File: src/rtl/redexec_pkg.sv
package redexec_pkg;

    typedef enum logic {
        MODE_PERF  = 1'b0,
        MODE_CHECK = 1'b1
    } core_mode_e;

    typedef enum logic {
        RF_PERF  = 1'b0,
        RF_CHECK = 1'b1
    } rf_sel_e;

    typedef enum logic [1:0] {
        SQ_IDLE  = 2'd0,
        SQ_FLUSH = 2'd1,
        SQ_REDIR = 2'd2
    } seq_state_e;

    typedef struct packed {
        logic go;
        logic forced;
    } switch_req_t;

    typedef struct packed {
        logic miss_done;
        logic blog_full;
        logic blog_empty;
        logic sys_evt;
    } trig_in_t;

    function automatic logic forced_source(input trig_in_t t);
        return t.blog_full | t.sys_evt;
    endfunction

    function automatic rf_sel_e rf_for_mode(input core_mode_e m);
        return (m == MODE_CHECK) ? RF_CHECK : RF_PERF;
    endfunction

endpackage

File: src/rtl/redexec_stall_timer.sv
module redexec_stall_timer #(
    parameter int WAIT_CYC = 30
) (
    input  logic clk,
    input  logic rst,
    input  logic miss_pending,
    input  logic miss_done,
    input  logic check_mode,
    output logic stall_expired
);
    localparam int CW = $clog2(WAIT_CYC + 1);
    localparam logic [CW-1:0] LIMIT = CW'(WAIT_CYC);

    logic [CW-1:0] cnt_q;
    logic          clear;

    assign clear = !miss_pending || miss_done || check_mode;

    always_ff @(posedge clk) begin
        if (rst || clear) begin
            cnt_q <= '0;
        end else if (cnt_q != LIMIT) begin
            cnt_q <= cnt_q + 1'b1;
        end
    end

    assign stall_expired = (cnt_q == LIMIT);

    // no count can build up across a checking episode
    p_no_count_in_check_r9: assert property (@(posedge clk) disable iff (rst)
        check_mode |=> !stall_expired);

    // once expired, a miss that stays pending in performance mode keeps it expired
    p_expiry_sticks_r2: assert property (@(posedge clk) disable iff (rst)
        (stall_expired && miss_pending && !miss_done && !check_mode) |=> stall_expired);

endmodule

File: src/rtl/redexec_trigger_arb.sv
module redexec_trigger_arb
    import redexec_pkg::*;
(
    input  core_mode_e        mode,
    input  logic              seq_idle,
    input  logic              forced_ep,
    input  logic              stall_expired,
    input  trig_in_t          trig,
    output switch_req_t       req
);
    logic enter_cond;
    logic leave_cond;

    always_comb begin
        enter_cond = stall_expired || forced_source(trig);
        leave_cond = trig.blog_empty || (trig.miss_done && !forced_ep);
        req.forced = forced_source(trig);
        req.go     = 1'b0;
        if (seq_idle) begin
            if (mode == MODE_PERF) begin
                req.go = enter_cond;
            end else begin
                req.go = leave_cond;
            end
        end
    end

    // nothing is requested while a sequence is in flight
    always_comb begin
        if (!seq_idle) begin
            p_no_req_busy_r8: assert (!req.go);
        end
    end

endmodule

File: src/rtl/redexec_switch_seq.sv
module redexec_switch_seq
    import redexec_pkg::*;
(
    input  logic        clk,
    input  logic        rst,
    input  switch_req_t req,
    input  logic        flush_done,
    output core_mode_e  mode,
    output logic        seq_idle,
    output logic        forced_ep,
    output logic        flush_req,
    output logic        redirect_vld,
    output rf_sel_e     redirect_src
);
    seq_state_e state_q;
    core_mode_e mode_q;
    logic       forced_q;

    always_ff @(posedge clk) begin
        if (rst) begin
            state_q  <= SQ_IDLE;
            mode_q   <= MODE_PERF;
            forced_q <= 1'b0;
        end else begin
            unique case (state_q)
                SQ_IDLE: begin
                    if (req.go) begin
                        state_q <= SQ_FLUSH;
                        if (mode_q == MODE_PERF) begin
                            forced_q <= req.forced;
                        end
                    end
                end
                SQ_FLUSH: begin
                    if (flush_done) begin
                        state_q <= SQ_REDIR;
                        if (mode_q == MODE_PERF) begin
                            mode_q <= MODE_CHECK;
                        end else begin
                            mode_q   <= MODE_PERF;
                            forced_q <= 1'b0;
                        end
                    end
                end
                SQ_REDIR: begin
                    state_q <= SQ_IDLE;
                end
                default: begin
                    state_q <= SQ_IDLE;
                end
            endcase
        end
    end

    assign mode         = mode_q;
    assign seq_idle     = (state_q == SQ_IDLE);
    assign forced_ep    = forced_q;
    assign flush_req    = (state_q == SQ_FLUSH);
    assign redirect_vld = (state_q == SQ_REDIR);
    assign redirect_src = rf_for_mode(mode_q);

    // the flush request is held until the pipeline answers
    p_flush_hold_r4: assert property (@(posedge clk) disable iff (rst)
        (flush_req && !flush_done) |=> flush_req);

    // the mode only changes right after a completed flush
    p_mode_after_flush_r4: assert property (@(posedge clk) disable iff (rst)
        (mode != $past(mode)) |-> $past(flush_req && flush_done));

    // redirect lasts one cycle
    p_redirect_single_r5: assert property (@(posedge clk) disable iff (rst)
        redirect_vld |=> !redirect_vld);

    // a redirect follows a flush handshake
    p_redirect_after_flush_r5: assert property (@(posedge clk) disable iff (rst)
        redirect_vld |-> $past(flush_done));

    // a forced episode is left only on buffer drain
    p_forced_exit_r7: assert property (@(posedge clk) disable iff (rst)
        (seq_idle && mode == MODE_CHECK && forced_ep && !req.go) |=> !flush_req);

endmodule

File: src/rtl/redexec_mode_ctrl.sv
module redexec_mode_ctrl
    import redexec_pkg::*;
#(
    parameter int WAIT_CYC = 30
) (
    input  logic clk,
    input  logic rst,
    input  logic miss_pending,
    input  logic miss_done,
    input  logic blog_full,
    input  logic blog_empty,
    input  logic sys_evt,
    input  logic flush_done,
    output logic check_mode,
    output logic flush_req,
    output logic redirect_vld,
    output logic redirect_src
);
    core_mode_e  mode;
    logic        seq_idle;
    logic        forced_ep;
    logic        stall_expired;
    trig_in_t    trig;
    switch_req_t req;
    rf_sel_e     rf_sel;

    assign trig = '{miss_done: miss_done, blog_full: blog_full,
                    blog_empty: blog_empty, sys_evt: sys_evt};

    redexec_stall_timer #(.WAIT_CYC(WAIT_CYC)) u_timer (
        .clk           (clk),
        .rst           (rst),
        .miss_pending  (miss_pending),
        .miss_done     (miss_done),
        .check_mode    (mode == MODE_CHECK),
        .stall_expired (stall_expired)
    );

    redexec_trigger_arb u_arb (
        .mode          (mode),
        .seq_idle      (seq_idle),
        .forced_ep     (forced_ep),
        .stall_expired (stall_expired),
        .trig          (trig),
        .req           (req)
    );

    redexec_switch_seq u_seq (
        .clk           (clk),
        .rst           (rst),
        .req           (req),
        .flush_done    (flush_done),
        .mode          (mode),
        .seq_idle      (seq_idle),
        .forced_ep     (forced_ep),
        .flush_req     (flush_req),
        .redirect_vld  (redirect_vld),
        .redirect_src  (rf_sel)
    );

    assign check_mode   = (mode == MODE_CHECK);
    assign redirect_src = (rf_sel == RF_CHECK);

    // reset leaves the block quiet in performance mode
    p_reset_state_r1: assert property (@(posedge clk)
        rst |=> (!check_mode && !flush_req && !redirect_vld));

endmodule

File: config.mk
export PLATFORM = sky130hd
export DESIGN_NAME = redexec_mode_ctrl
export DESIGN_NICKNAME = d
export VERILOG_FILES = /design/src/rtl/redexec_pkg.sv /design/src/rtl/redexec_stall_timer.sv /design/src/rtl/redexec_trigger_arb.sv /design/src/rtl/redexec_switch_seq.sv /design/src/rtl/redexec_mode_ctrl.sv
export SDC_FILE = /design/constraint.sdc
export NUM_CORES = 1
export LEC_CHECK = 0
export ABC_AREA = 1
export CAP_MARGIN = 20
export CORE_ASPECT_RATIO = 1.1
export CORE_MARGIN = 2
export CORE_UTILIZATION = 35
export CTS_BUF_LIST = sky130_fd_sc_hd__clkbuf_8
export CTS_CLUSTER_DIAMETER = 200
export DETAILED_ROUTE_END_ITERATION = 10
export PLACE_DENSITY = 0.68
export SLEW_MARGIN = 15
export SYNTH_ARGS = -nofsm -noshare
export SYNTH_HDL_FRONTEND = slang
export SYNTH_HIERARCHICAL = 1
export SYNTH_SLANG_ARGS = --single-unit
File: constraint.sdc
create_clock -name clk -period 4.2 [get_ports clk]
set_clock_uncertainty 0.05 [all_clocks]
set_input_delay 0.42 -clock clk [delete_from_list [all_inputs] [get_ports clk]]
set_output_delay 0.42 -clock clk [all_outputs]
set_load 0.1 [all_outputs]
==> results of run 1 <==
==> critical path, stage by stage, from the launching register on <==
cell and delay [ns]:
dfxtp_1 0.30, inv_1 0.10, nand2_1 0.08, inv_1 0.06, clkdlybuf4s50_1 1.12
==> power by group through the flow <==
| stage | clock [W] | combinational [W] | sequential (W) |
|---|---|---|---|
| global route | 0.000106 | 0.0000853 | 0.0000990 |
| global placement | 0 | 0.0000787 | 0.0000996 |
| floorplan | 0 | 0.0000532 | 0.000106 |
| CTS | 0.000101 | 0.0000792 | 0.0000983 |
| finish | 0.0000983 | 0.0000783 | 0.0000984 |
| detailed placement | 0 | 0.0000788 | 0.0000999 |
==> metrics by stage <==
stage	std cells	utilization (%)	worst slack [ns]	power [W]
floorplan	81	-	2.11	0.000159
global placement	107	46.7	2.11	0.000178
detailed placement	107	46.7	2.10	0.000179
CTS	111	50.0	1.84	0.000279
global route	111	50.0	1.78	0.000290
finish	111	50.0	1.85	0.000275
==> area by class of cell <==
type / count / area, µm²
repair buffers: 11 / 110
multi-input cells: 54 / 272
clock inverters: 1 / 5.00
flip-flops and latches: 9 / 180
clock buffers: 3 / 41.3
fillers: 141 / 692
inverters: 17 / 63.8
well taps: 16 / 20.0
==> how the worst max path moves through the flow <==
stage	startpoint	to	slack, ns
3_3_place_gp	u_seq/state_q[0]	flush_req	2.11
2_1_floorplan	u_seq/state_q[1]	redirect_vld	2.11
4_1_cts	u_seq/state_q[0]	flush_req	1.84
3_5_place_dp	u_seq/state_q[1]	flush_req	2.10
6_report	u_seq/state_q[1]	flush_req	1.85
5_1_grt	u_seq/state_q[1]	flush_req	1.78
==> registers in the layout, summed over array words and instances, names as in the netlist <==
name             count
u_seq/forced_ep      1
u_seq/mode           1
u_timer/cnt_q        5
u_seq/state_q        2
==> cells by family after synthesis <==
kind of cell             Yosys count
XOR/XNOR                           1
buffers and inverters             18
AO/OA/AOI/OAI                      6
flip-flops                         9
AND/OR/NAND/NOR                   45
adder cells (fa/ha/maj)            2
==> layout by cell type (no fill, tap or decap) <==
cell and instances:
nor3_2 1, o21a_1 1, nand4_1 2, clkdlybuf4s50_1 11, nor2_1 15, and3_1 1, ha_1 2, clkbuf_8 3
nand2_1 19, nand3_1 5, o21bai_1 1, inv_1 17, dfxtp_1 9, nor2_4 1, xor2_1 1, clkinv_2 1
o21ai_0 2, nand3_2 1, a21oi_1 2
==> routing by layer <==
layer	global-route usage (%)	routed length, µm	part of all wire [%]
met5	0	0	0
met4	4.00	0	0
met3	4.52	40	4.3
met2	19.7	465	50
met1	11.8	425	46
==> impl_metrics.env, run 1 <==
export IMPL_run_status="finished, final reports clean"
export IMPL_syn_nets=91
export IMPL_critical_path_max_fanout=4
export IMPL_synth_common_cells="nand2_1 (19), inv_1 (17), nor2_1 (15), dfxtp_1 (9), nand3_1 (5)"
export IMPL_pwr_share_clk_pct=35.8
export IMPL_yosysTopAreaCell="dfxtp_1"
export IMPL_root_buffer="clkbuf_8"
export IMPL_worstMarginPinSlew_ns=0.978
export IMPL_synth_xor_area_share_pct=1.67
export IMPL_die_w_um=40.9
export IMPL_timing_final_crit_share_pct=56.0
export IMPL_synthArstFlopShare_pct=0
export IMPL_cp_arrival_ns=1.88
export IMPL_path_class="reg2out"
export IMPL_hp_start="u_seq/forced_ep"
export IMPL_seq_area_frac_synth_pct=34.4
export IMPL_p_int_w=0.000182
export IMPL_yosysWarnings=6
export IMPL_cts_sinks=9
export IMPL_seqPwrFrac_pct=35.8
export IMPL_synth_top_area_share_pct=34.4
export IMPL_synth_compound_area_share_pct=6.70
export IMPL_dr_pass1_iters=4
export IMPL_ff2ff_path_depth=12
export IMPL_comb_power_share_pct=28.5
export IMPL_ir_drop_v=0.000282
export IMPL_yosys_area_share_adder_pct=4.78
export IMPL_grt_max_degree=7
export IMPL_nNetsFinal=106
export IMPL_numCtsBuffers=3
export IMPL_fmax_mhz=425
export IMPL_ios=12
export IMPL_final_area_um2=692
export IMPL_grt_pass1_wl_um=1410
export IMPL_yosys_area_share_simple_pct=38.8
export IMPL_port_buffers=11
export IMPL_diodes=0
export IMPL_antenna_found_initial=0
export IMPL_whs_ns=0.449
export IMPL_insertion_delay_ns=0.23
export IMPL_synth_edff_count=0
export IMPL_hold_class="reg2reg"
export IMPL_clk_pin_slew_ns=0.05
export IMPL_grt_pass1_vias=396
export IMPL_yosysMostFrequentCell="nand2_1"
export IMPL_design_die_area_um2=1820
export IMPL_yosysUniqueCellTypes=17
export IMPL_p_per_area_nw_per_um2=398
export IMPL_synthFlopType="dfxtp_1"
export IMPL_grt_overflow_total=0
export IMPL_drive_above_1_share_pct=7.37
export IMPL_drc=0
export IMPL_vias=492
export IMPL_syn_inst=81
export IMPL_r2r_start="u_timer/cnt_q[0]"
export IMPL_ant_nets=0
export IMPL_slew_viol_final=0
export IMPL_cts_max_level=1
export IMPL_coreArea_um2=1380
export IMPL_whs_path_depth=2
export IMPL_cts_setup_buffers=0
export IMPL_setup_violations_final=0
export IMPL_p_sw_w=0.0000935
export IMPL_synth_area_leaders="dfxtp_1 (34%), nand2_1 (14%), inv_1 (12%), nor2_1 (11%), ha_1 (4.8%)"
export IMPL_start_util_pct=37.8
export IMPL_cts_hold_buf=0
export IMPL_critical_path_required_ns=3.73
export IMPL_holdPathEnd="u_seq/forced_ep"
export IMPL_ys_ff_latch=9
export IMPL_setup_tns_ns=0
export IMPL_rrSetupSlack_ns=2.64
export IMPL_finalHoldViolCount=0
export IMPL_max_cap_violations=0
export IMPL_synth_top_family_by_area="simple AND/OR/NAND/NOR gates"
export IMPL_maxSlewHeadroom_pct=34.6
export IMPL_hpwl_um=780
export IMPL_min_period_ns=2.35
export IMPL_place_congestion=0.684
export IMPL_r2r_end="u_seq/forced_ep"
export IMPL_clk_path_buf_depth=2
export IMPL_die_h_um=44.5
export IMPL_drt_wl_total_um=931
export IMPL_swShare_pct=34.0
export IMPL_grt_usage_pct=11.4
export IMPL_avgSynthCellArea_um2=6.46
export IMPL_dpl_cell_area_um2=646
export IMPL_rsz0062_at_grt="no"
export IMPL_fp_row_count=14
export IMPL_start_kind="flop"
export IMPL_dr_first_iter_drc_count=5
export IMPL_cts_resized=0
export IMPL_synth_area_um2=523
export IMPL_cp_end_kind="primary output"
export IMPL_cts_tree="done"
export IMPL_syn2layout_area_growth_pct=32.3
export IMPL_synth_mux_area_share_pct=0
export IMPL_wire_per_inst_um=8.39
export IMPL_vias_per_cell=4.43
export IMPL_power_leakage_nw=0.320
No activity file was read; power rests on OpenSTA's default activity.
==> run 2: changes to the inputs <==
==> constraint.sdc (replaced) <==
create_clock -name clk -period 2.4 [get_ports clk]
set_clock_uncertainty 0.05 [all_clocks]
set_input_delay 0.24 -clock clk [delete_from_list [all_inputs] [get_ports clk]]
set_output_delay 0.24 -clock clk [all_outputs]
set_load 0.1 [all_outputs]
==> impl_metrics.env, run 2 (same netlist as run 1, synthesis figures left out) <==
export IMPL_run_status="finished, final reports clean"
export IMPL_r2r_end="u_seq/forced_ep"
export IMPL_dp_slack_ns=0.834
export IMPL_setup_tns_ns=0
export IMPL_nNetsFinal=106
export IMPL_power_leakage_nw=0.329
export IMPL_ios=12
export IMPL_ir_drop_v=0.000362
export IMPL_start_util_pct=37.8
export IMPL_cp_endpoint="u_seq/forced_ep"
export IMPL_fmax_mhz=625
export IMPL_cts_sinks=9
export IMPL_cts_resized=0
export IMPL_crit_slowest_cell="dfxtp_1"
export IMPL_cts_setup_buffers=0
export IMPL_critical_path_required_ns=2.47
export IMPL_reg_top3="u_timer/cnt_q x5, u_seq/state_q x2"
export IMPL_grt_overflow_total=0
export IMPL_drt_wl_total_um=946
export IMPL_setup_violations_final=0
export IMPL_fp_row_count=14
export IMPL_largest_reg_flops=5
export IMPL_syn2layout_area_growth_pct=30.1
export IMPL_cp_common_cell="nand2_1"
export IMPL_grt_usage_pct=12.6
export IMPL_rsz0062_at_grt="no"
export IMPL_setup_slack_ns=0.801
export IMPL_cp_arrival_ns=1.67
export IMPL_mostFrequentLayoutCell="nand2_1"
export IMPL_cts_tree="done"
export IMPL_clk_pin_slew_ns=0.04
export IMPL_die_w_um=40.9
export IMPL_cts_max_level=1
export IMPL_diodes=0
export IMPL_hold_class="reg2reg"
export IMPL_setup_worst_path_start="u_timer/cnt_q[0]"
export IMPL_grt_pass1_vias=412
export IMPL_final_cell_mix="nand2_1 (19), inv_1 (18), nor2_1 (15), dfxtp_1 (9), clkdlybuf4s50_1 (7)"
export IMPL_seqPwrFrac_pct=36.5
export IMPL_root_buffer="clkbuf_8"
export IMPL_r2r_start="u_timer/cnt_q[0]"
export IMPL_hpwl_um=744
export IMPL_timing_final_crit_share_pct=66.6
export IMPL_clk_path_buf_depth=2
export IMPL_dr_first_iter_drc_count=9
export IMPL_ff2ff_path_depth=12
export IMPL_cp_end_kind="flop"
export IMPL_drc=0
export IMPL_crit_chain="inv_1, ha_1, inv_1, nor2_4, nor2_1, nand2_1, nand2_1, nor2_1, nand2_1, nand2_1, a21oi_1, nor2_1"
export IMPL_vias_per_cell=4.53
export IMPL_wire_per_inst_um=8.52
export IMPL_p_sw_w=0.000159
export IMPL_die_h_um=44.5
export IMPL_nFillCells=146
export IMPL_slew_viol_final=0
export IMPL_design_die_area_um2=1820
export IMPL_p_per_area_nw_per_um2=693
export IMPL_coreArea_um2=1380
export IMPL_cts_hold_buf=0
export IMPL_pwr_share_clk_pct=35.0
export IMPL_rrSetupSlack_ns=0.80
export IMPL_critical_path_max_fanout=6
export IMPL_power_total_w=0.000472
export IMPL_antenna_found_initial=0
export IMPL_numCtsBuffers=3
export IMPL_finalHoldViolCount=0
export IMPL_cpPeakStageDelay_ns=0.37
export IMPL_dr_pass1_iters=4
export IMPL_vias=503
export IMPL_grt_max_degree=7
export IMPL_port_buffers=11
export IMPL_drive_above_1_share_pct=10.5
export IMPL_min_period_ns=1.60
export IMPL_maxSlewHeadroom_pct=78.8
export IMPL_worstMarginPinSlew_ns=0.317
export IMPL_swShare_pct=33.6
export IMPL_max_cap_violations=0
export IMPL_top_register="u_timer/cnt_q"
export IMPL_insertion_delay_ns=0.23
export IMPL_ant_nets=0
export IMPL_place_congestion=0.682
export IMPL_path_class="reg2reg"
export IMPL_p_int_w=0.000313
export IMPL_comb_power_share_pct=28.5
export IMPL_start_kind="flop"
export IMPL_grt_pass1_wl_um=1520
==> run 2: cell count changes in the layout (fill, tap and decap cells not counted) <==
cell,before,now
buf_4,0,4
clkdlybuf4s50_1,11,7
clkinv_2,1,0
inv_1,17,18
==> run 2: how the worst min path moves through the flow <==
| stage | startpoint | slack, ns | end | depth (start not counted) |
|---|---|---|---|---|
| 5_1_grt | u_seq/forced_ep | 0.49 | u_seq/forced_ep | 2 |
| 3_5_place_dp | u_seq/forced_ep | 0.44 | u_seq/forced_ep | 2 |
| 2_1_floorplan | rst | 0.26 | u_seq/state_q[1] | 1 |
| 6_report | u_seq/forced_ep | 0.44 | u_seq/forced_ep | 2 |
| 3_3_place_gp | u_seq/forced_ep | 0.44 | u_seq/forced_ep | 2 |
| 4_1_cts | u_seq/forced_ep | 0.45 | u_seq/forced_ep | 2 |
==> run 2: critical path, delay by kind of cell (launching register included) <==
kind	cells	cell delay (ns)
AND/OR/NAND/NOR	8	0.52
flip-flops	1	0.37
buffers and inverters	2	0.20
AO/OA/AOI/OAI	1	0.14
adder cells (fa/ha/maj)	1	0.22
==> run 2: area by class of cell <==
type,instances,area [µm²],area share (%)
Tap cell,16,20.0,2.94
Timing Repair Buffer,11,100,14.7
Clock inverter,1,3.75,0.551
Clock buffer,3,41.3,6.07
Sequential cell,9,180,26.5
Multi-Input combinational cell,54,272,39.9
Inverter,17,63.8,9.37
==> run 2: per-stage QoR <==
step           hold WS, ns  cell area [µm²]  instances  util, %
6_report             0.441              681        111     49.2
5_1_grt              0.485              681        111     49.2
4_1_cts              0.450              681        111     49.2
3_5_place_dp         0.437              636        107     45.9
3_3_place_gp         0.435              636        107     45.9
2_1_floorplan        0.262              523         81        -
==> run 2: power by group through the flow <==
stage / clock [W] / combinational, W / sequential (W)
after detailed placement: 0 / 0.000135 / 0.000175
after floorplan: 0 / 0.0000930 / 0.000185
after CTS: 0.000173 / 0.000135 / 0.000172
final: 0.000165 / 0.000135 / 0.000172
after global placement: 0 / 0.000135 / 0.000175
after global routing: 0.000185 / 0.000145 / 0.000174
==> run 2: layer usage <==
layer	GRT usage (%)	vias to the layer above	wire, µm
li1	-	273	-
met4	10.0	0	6
met2	19.4	7	479
met5	0	-	0
met3	3.02	2	31
met1	14.2	221	427
==> run 3: changes to the inputs <==
--- a/config.mk
+++ b/config.mk
@@ -13,7 +13,7 @@
 export CTS_BUF_LIST = sky130_fd_sc_hd__clkbuf_8
 export CTS_CLUSTER_DIAMETER = 200
 export DETAILED_ROUTE_END_ITERATION = 10
-export PLACE_DENSITY = 0.68
+export PLACE_DENSITY = 0.7
 export SLEW_MARGIN = 15
 export SYNTH_ARGS = -nofsm -noshare
 export SYNTH_HDL_FRONTEND = slang
==> constraint.sdc (replaced) <==
create_clock -name clk -period 1.4 [get_ports clk]
set_clock_uncertainty 0.05 [all_clocks]
set_input_delay 0.14 -clock clk [delete_from_list [all_inputs] [get_ports clk]]
set_output_delay 0.14 -clock clk [all_outputs]
set_load 0.1 [all_outputs]
==> impl_metrics.env, run 3 (same netlist as run 1, synthesis figures left out) <==
export IMPL_stdcell_count=120
export IMPL_dp_slack_ns=0.0270
export IMPL_cts_hold_buf=0
export IMPL_p_sw_w=0.000288
export IMPL_dpl_cell_count=114
export IMPL_p_int_w=0.000580
export IMPL_fmax_mhz=734
export IMPL_comb_power_share_pct=32.8
export IMPL_ant_nets=0
export IMPL_max_cap_violations=0
export IMPL_antenna_found_initial=0
export IMPL_wire_per_inst_um=8.24
export IMPL_hpwl_um=823
export IMPL_syn2layout_area_growth_pct=58.1
export IMPL_slew_viol_final=0
export IMPL_design_die_area_um2=1820
export IMPL_clk_path_buf_depth=2
export IMPL_cts_tree="done"
export IMPL_dr_first_iter_drc_count=16
export IMPL_port_buffers=11
export IMPL_grt_usage_pct=13.2
export IMPL_ios=12
export IMPL_drc=0
export IMPL_path_class="reg2reg"
export IMPL_drive_above_1_share_pct=26.9
export IMPL_largest_reg_flops=5
export IMPL_cts_sinks=9
export IMPL_root_buffer="clkbuf_8"
export IMPL_hold_class="reg2reg"
export IMPL_cp_arrival_ns=1.43
export IMPL_ff_latch_area_um2=186
export IMPL_p_per_area_nw_per_um2=1050
export IMPL_grt_overflow_total=0
export IMPL_final_area_um2=827
export IMPL_setup_violations_final=0
export IMPL_nFillCells=124
export IMPL_cts_max_level=1
export IMPL_die_h_um=44.5
export IMPL_die_w_um=40.9
export IMPL_critical_path_max_fanout=2
export IMPL_mostFrequentLayoutCell="nand2_1"
export IMPL_insertion_delay_ns=0.23
export IMPL_start_util_pct=37.8
export IMPL_coreArea_um2=1380
export IMPL_finalHoldViolCount=0
export IMPL_diodes=0
export IMPL_cp_end_kind="flop"
export IMPL_vias=543
export IMPL_fp_row_count=14
export IMPL_ir_drop_v=0.000622
export IMPL_run_status="finished, final reports clean"
export IMPL_place_congestion=0.693
export IMPL_worstMarginPinSlew_ns=0.329
export IMPL_dpl_cell_area_um2=747
export IMPL_setup_slack_ns=0.0380
export IMPL_dr_pass1_iters=4
export IMPL_rsz0062_at_grt="yes"
export IMPL_grt_pass1_wl_um=1610
export IMPL_grt_pass1_vias=445
export IMPL_clk_pin_slew_ns=0.04
export IMPL_top_register="u_timer/cnt_q"
export IMPL_numCtsBuffers=3
export IMPL_min_period_ns=1.36
export IMPL_final_cell_mix="nand2_1 (18), inv_1 (16), nor2_1 (14), buf_4 (9), clkdlybuf4s50_1 (7)"
export IMPL_maxSlewHeadroom_pct=78.0
export IMPL_critical_path_required_ns=1.47
export IMPL_seqPwrFrac_pct=34.5
export IMPL_pwr_share_clk_pct=32.7
export IMPL_multi_input_area_um2=294
export IMPL_drt_wl_total_um=989
export IMPL_grt_max_degree=7
export IMPL_start_kind="flop"
export IMPL_power_leakage_nw=0.391
export IMPL_vias_per_cell=4.53
export IMPL_nNetsFinal=115
export IMPL_reg_top3="u_timer/cnt_q x5, u_seq/state_q x2"
export IMPL_swShare_pct=33.2
export IMPL_timing_final_crit_share_pct=97.3
==> run 3: routing by layer <==
layer | share of wire [%] | vias up | track usage, %
met3 | 3.8 | 4 | 4.52
met5 | 0 | - | 0
met2 | 49 | 9 | 21.6
li1 | - | 292 | -
met4 | 1.9 | 0 | 8.00
met1 | 45 | 238 | 13.9
==> run 3: path summary, 6_finish.rpt <==
| check | startpoint | end | slack, ns | depth (start not counted) |
|---|---|---|---|---|
| worst min register to register | u_seq/forced_ep | u_seq/forced_ep | 0.44 | 2 |
| worst max register to register | u_timer/cnt_q[0] | u_seq/forced_ep | 0.04 | 13 |
| worst max-delay path | u_timer/cnt_q[0] | u_seq/forced_ep | 0.04 | 13 |
| worst min-delay path | u_seq/forced_ep | u_seq/forced_ep | 0.44 | 2 |
==> run 3: worst max-delay path, cell delays in order, from the launching register on <==
cell,delay (ns)
dfxtp_2,0.31
inv_2,0.06
ha_4,0.13
inv_2,0.04
nor2_4,0.10
nor2_1,0.04
nand2_1,0.06
nand2_1,0.04
nor2_1,0.10
nand2_1,0.08
nand2_2,0.08
nand3_2,0.06
nand2_1,0.06
nor2_1,0.03
==> run 3: repair_timing <==
action                                  in CTS  in global routing
resized for setup                            0                  5
endpoints found under the setup margin       0                  2
setup buffers                                0                  2
==> run 3: power groups by stage <==
stage / combinational, W / clock (W) / sequential, W
6_report: 0.000285 / 0.000284 / 0.000299
5_1_grt: 0.000310 / 0.000313 / 0.000300
4_1_cts: 0.000273 / 0.000293 / 0.000299
3_5_place_dp: 0.000273 / 0 / 0.000303
3_3_place_gp: 0.000272 / 0 / 0.000303
2_1_floorplan: 0.000160 / 0 / 0.000319
==> run 3: area by class of cell <==
class	count	share of cell area, %
Sequential cell	9	22.5
Tap cell	16	2.42
Timing Repair Buffer	20	26.3
Multi-Input combinational cell	54	35.6
Clock buffer	3	4.99
Clock inverter	1	0.454
Inverter	17	7.72
==> run 3: per-stage QoR <==
stage / setup TNS, ns / power, W / hold slack (ns) / util (%)
2_1_floorplan: 0 / 0.000479 / 0.162 / -
3_3_place_gp: 0 / 0.000575 / 0.425 / 54.0
3_5_place_dp: 0 / 0.000575 / 0.426 / 54.0
4_1_cts: 0 / 0.000865 / 0.435 / 57.2
5_1_grt: -0.190 / 0.000923 / 0.477 / 59.8
6_report: 0 / 0.000868 / 0.445 / 59.8
